==> src/rtl/feed_ready_supervisor.sv <==
module feed_ready_supervisor #(
  parameter int DEB_CYCLES = 250_000,
  parameter int POR_CYCLES = 15_000_000
) (
  input  logic clk,
  input  logic rst_n,
  input  logic hopper_loaded,
  input  logic stacker_full,
  input  logic stn1_flag,
  input  logic stn12_flag,
  input  logic manual_mode,
  input  logic read_en_fail,
  input  logic motor_power_on,
  input  logic interlock_closed,
  input  logic card_stuck,
  input  logic stop_req,
  input  logic ready_btn_raw,
  input  logic cycle_end,
  input  logic resume,
  input  logic start_req,
  output logic ready,
  output logic fault,
  output logic motor_stop_req,
  output logic clear_out,
  output logic proto_err
);

  localparam int DW = $clog2(DEB_CYCLES + 1);
  localparam int PW = $clog2(POR_CYCLES + 1);
  localparam logic [DW-1:0] DEB_LAST = DW'(DEB_CYCLES - 1);
  localparam logic [PW-1:0] POR_DONE = PW'(POR_CYCLES);

  logic [DW-1:0] deb_cnt;
  logic [PW-1:0] por_cnt;
  logic btn_db, stop_q, por_on;
  logic may_set, must_drop;

  always_ff @(posedge clk or negedge rst_n)
    if (!rst_n) begin
      deb_cnt <= '0;
      btn_db  <= 1'b0;
    end else if (ready_btn_raw == btn_db) begin
      deb_cnt <= '0;
    end else if (deb_cnt == DEB_LAST) begin
      deb_cnt <= '0;
      btn_db  <= ready_btn_raw;
    end else begin
      deb_cnt <= deb_cnt + 1'b1;
    end

  always_ff @(posedge clk or negedge rst_n)
    if (!rst_n) por_cnt <= '0;
    else if (por_cnt != POR_DONE) por_cnt <= por_cnt + 1'b1;

  assign por_on    = (por_cnt != POR_DONE);
  assign clear_out = por_on | btn_db;

  assign may_set = hopper_loaded & ~stacker_full & stn1_flag & stn12_flag
                 & ~(fault | clear_out);
  assign must_drop = fault | manual_mode | stop_q | clear_out | read_en_fail
                   | ~motor_power_on | ~interlock_closed | (cycle_end & resume);

  always_ff @(posedge clk or negedge rst_n)
    if (!rst_n) begin
      ready     <= 1'b0;
      fault     <= 1'b0;
      stop_q    <= 1'b0;
      proto_err <= 1'b0;
    end else if (clear_out) begin
      ready     <= 1'b0;
      fault     <= 1'b0;
      stop_q    <= 1'b0;
      proto_err <= 1'b0;
    end else begin
      if (must_drop)    ready <= 1'b0;
      else if (may_set) ready <= 1'b1;
      if (~interlock_closed | card_stuck) fault <= 1'b1;
      if (stop_req) stop_q <= 1'b1;
      if (start_req & ~ready) proto_err <= 1'b1;
    end

  assign motor_stop_req = fault;

endmodule

==> config.mk <==
export PLATFORM = sky130hd
export DESIGN_NAME = feed_ready_supervisor
export DESIGN_NICKNAME = d
export VERILOG_FILES = /design/src/rtl/feed_ready_supervisor.sv
export SDC_FILE = /design/constraint.sdc
export NUM_CORES = 1
export LEC_CHECK = 0
export ABC_CLOCK_PERIOD_IN_PS = 3810
export CAP_MARGIN = 5
export CORE_MARGIN = 2
export CORE_UTILIZATION = 55
export DETAILED_ROUTE_END_ITERATION = 8
export PLACE_DENSITY_LB_ADDON = 0.2
export SETUP_SLACK_MARGIN = 0.5
export SLEW_MARGIN = 10
export SYNTH_ARGS = -nofsm -noshare
export SYNTH_HDL_FRONTEND = slang
export SYNTH_SLANG_ARGS = --single-unit
==> constraint.sdc <==
create_clock -name clk -period 3.81 [get_ports clk]
set_input_delay 0.5715 -clock clk [delete_from_list [all_inputs] [get_ports clk]]
set_output_delay 0.5715 -clock clk [all_outputs]
set_load 0.05 [all_outputs]
# Yosys cells after proc, flatten, opt, wreduce, memory -nomap -nowiden
# Cells that the tools add are included.
[op_classes]
add_sub_neg = 2
n_eq_ne = 3
muxes = 11
n_bitwise = 22
reduce_logical = 5
[ops]
columns = ["cell", "n"]
rows = [
  ["two-way mux 18 bit", 2],
  ["adder 24 x 1 -> 24 bit, second input constant", 1],
  ["inequality test 24 bit, second input constant", 1],
  ["adder 18 x 1 -> 18 bit, second input constant", 1],
  ["== test 18 bit, second input constant", 1],
  ["bitwise OR 1 bit", 10],
  ["two-way mux 1 bit", 9],
  ["AND 1 bit", 6],
  ["inverter 1 bit", 6],
  ["nonzero test 2 bit", 3],
  ["nonzero test 3 bit", 1],
  ["AND reduction 2 bit", 1],
  ["== test 1 bit", 1],
]
[totals]
reg_bits = 47
in_bits = 16
output_inout_bits = 5
elab_cells = 50

# Logic depth before layout (Yosys ltp)
[depth]
word_depth = 9
mapped_depth = 6

# Worst setup path before layout
# No wires, ideal clock.
[synth_path]
path_kind = "reg-to-output"
start = "reg por_cnt[12]"
end = "out clear_out"
arrival_time_ps = 1934
t_required_ps = 3239
path_slack_ps = 1305
path_stages_with_launch = 4
cell_sequence = "dfrtp_1 or4_2 nor4_4 nand3b_1"
[synth_via]
elab_chain_cells = 2
[synth_rtl]
columns = ["element", "line_no", "text"]
rows = [
  ["start, declared", "34", "logic [PW-1:0] por_cnt;"],
  ["start signal, assigned", "53", "else if (por_cnt != POR_DONE) por_cnt <= por_cnt + 1'b1;"],
  ["inequality test 24 bit", "55", "assign por_on = (por_cnt != POR_DONE);"],
  ["bitwise OR 1 bit", "56", "assign clear_out = por_on | btn_db;"],
  ["end, declared", "24", "output logic clear_out,"],
]
# No other way between the ends.

# Final worst setup path
# Same ends and word-level chain as after synthesis.

==> metrics <==
sw frac=19.83%; wire per inst=13.75 um; endpoints failing setup=0; Post-Route WL=3945 um; GRT Total Usage=19.42%; Pint=0.0006836 W; fin crit share=80.66%; f_max=0.3254 GHz; DP HPWL=2927 um; Final ANT Viol Nets=0; Reg area=1176 um^2; post-synthesis sequential area ratio=52.25%; Post-Syn Area=2251 um^2; Mapped Nets=230; wl on met1=1890 um; clk root buf=clkbuf_8; Die Y=67.98 um; cell taking the most area after synthesis=dfrtp_1; Critical Path Fanout Max=5; final instance area=2589 um^2; DR vias=1,611; Comb pwr share=4.1%; Max Cap Viol=0; DRC errors left=0; Pre-Repair DR Iteration Count=4; Die Area=4621 um^2; Tmin final=3.073 ns; Mapped Cells=211; status=complete, no violations; H-Tree Depth=2; postcts setup bufs=0; Leakage=1.043 nW; vias in the first global route=1,486; area of the multi-input gates=1030 um^2; final net count=255; #FFs+latches synth=47; Setup crit end kind=output pin; hold_buf cts=0; sw power=0.0001691 W; Slew Limit Fails=0; DR WL met3=238 um; Mapped Avg Cell Area=10.67 um^2; largest net degree at the start of global routing=48; Critical path origin=por_cnt[12]$_DFFE_PN0P_; Post-synth EDFFs=0; CP startpoint kind=flop; slew of the pin with the lowest slew margin=0.9932 ns; max layer used=met4; # port buffers=20; initial antenna violation count=0; fill count=322; CTS buffer count=5; synth unique cells=36; Max-slew headroom=33.79%; ANT cells=0; Main synth FF type=dfrtp_1; Core ar.=3971 um^2; Clock Power Share=36.9%; Reg-to-Reg Start=deb_cnt[13]$_DFF_PN0_; skew final=0.005479 ns; global-route wire length before repair=6637 um; clk sink count=47; # IOs=21; cts repair resizes=1; top cells by area, synth=dfrtp_1 (52%), xnor2_1 (11%), nor2_1 (4.8%); Worst-Skew Late Latency=0.29 ns; post-synth top area share=52.25%; WS Path Type=reg -> out; CTS tree=done; final weighted congestion in routability-driven placement=0.8034; Synthesis Warnings=0; final worst setup slack=0.7370 ns; Post-synth ARST share=100.0%; met2 WL post-DR=1736 um; Initial Util=56.68%; cell row count=23; drt first-iter violations=90; share of post-route cells with drive strength above 1=8.017%; crit path DAT=2.50 ns; worst min path class=in -> async; routed vias/inst=5.613; Setup Total Neg Slack=0 ns; Fin. Hold Viols=0; Reg clk slew, reported paths=0.08 ns; RSZ-0062 raised after global routing=no; Die X-Extent=67.98 um; CP required=3.24 ns; area delta synth->final=15.01%; grt ovf=0; pwr/cell area=329.4 nW/um^2; placement-stage cell area=2490 um^2; pre-CTS setup slack=0.7766 ns; peak supply drop=0.1893 mV; sequential share of power=59.1%; buffer levels on the longest clock path=2
==> routing by layer <==
metal  GRT usage, %  up-vias
met3          4.605       12
met1          26.81      766
met4          8.000        0
met2          29.49       45
met5              0        -
li1               -      788
==> cell usage after synthesis, types with 2 or more instances <==
cell type / number
and3_1: 3
a21oi_1: 4
ha_1: 3
nor4_1: 6
nand3b_1: 2
or3_1: 2
nor2_1: 29
o21ai_0: 2
nand4_1: 11
xnor2_1: 27
or4b_2: 2
nor3_1: 4
nand3_1: 17
nand2_1: 11
nand4b_1: 3
inv_1: 7
mux2_2: 2
or4_1: 3
xor2_1: 10
dfrtp_1: 47
==> cells in the final DEF (no fill, tap or decap), drive strengths merged, types with 2 or more instances in the layout <==
| cell | instances |
|---|---|
| clkbuf | 8 |
| inv | 7 |
| nor3 | 4 |
| nor4 | 7 |
| dfrtp | 47 |
| nand2 | 12 |
| nand3b | 2 |
| or4b | 3 |
| nor2 | 29 |
| and3 | 3 |
| xnor2 | 27 |
| ha | 3 |
| o21ai | 3 |
| a21oi | 4 |
| xor2 | 10 |
| or3 | 2 |
| or4 | 5 |
| mux2 | 2 |
| nand4b | 3 |
| clkdlybuf4s50 | 18 |
| nand3 | 17 |
| nand4 | 11 |
==> layout make-up <==
type	count	area share, %
inverter	7	1.015
sequential	47	45.43
tap	50	2.417
multi-input combinational	155	39.78
clock buffer	8	3.867
timing repair buffer	20	7.492
==> worst paths after layout <==
kind                                           endpoint  slack (ns)  cells after the start
min in group clk                por_cnt[23]$_DFFE_PN0P_        0.47                      1
max in group asynchronous         deb_cnt[12]$_DFF_PN0_        2.76                      1
worst min register to register  por_cnt[23]$_DFFE_PN0P_        0.47                      1
worst max register to register    deb_cnt[14]$_DFF_PN0_        1.67                      4
worst max-delay path                          clear_out        0.74                      4
worst min-delay path            por_cnt[23]$_DFFE_PN0P_        0.44                      1
==> stage by stage <==
step / utilization [%] / power [W] / instances / hold slack (ns)
6_report: 65.19 / 0.0008527 / 287 / 0.4436
5_1_grt: 65.19 / 0.0008904 / 287 / 0.5030
4_1_cts: 65.19 / 0.0008651 / 287 / 0.4725
3_5_place_dp: 62.70 / 0.0005495 / 279 / 0.4571
3_3_place_gp: 62.70 / 0.0005491 / 279 / 0.4555
2_1_floorplan: - / 0.0005237 / 211 / 0.2759
==> power by group through the flow <==
stage | Clock, W | Combinational [W] | Sequential, W
global route | 0.000346 | 0.0000401 | 0.000504
floorplan | 0 | 0.0000105 | 0.000513
CTS | 0.000326 | 0.0000360 | 0.000503
finish | 0.000315 | 0.0000346 | 0.000504
global placement | 0 | 0.0000357 | 0.000513
detailed placement | 0 | 0.0000359 | 0.000514
==> worst max-delay path: stages, from the launching register on <==
cell and delay [ns]:
dfrtp_1 0.41, or4_2 0.73, nor4_4 0.36, nand3b_1 0.22, dlygate4sd2_1 0.48
==> cell families after synthesis <==
logic type	count (synthesis)	share of synthesized area [%]
compound gates	10	3.280
xor+xnor	37	14.40
fa+ha+maj	3	1.668
buf+inv	9	2.001
flops	47	52.25
mux	2	1.000
simple gates	103	25.40
==> sequential cells by signal, summed over array words and instances (netlist names) <==
register / count
stop_q: 1
fault: 1
btn_db: 1
deb_cnt: 18
por_cnt: 24
proto_err: 1
ready: 1
(Power assumes the default switching activity.)
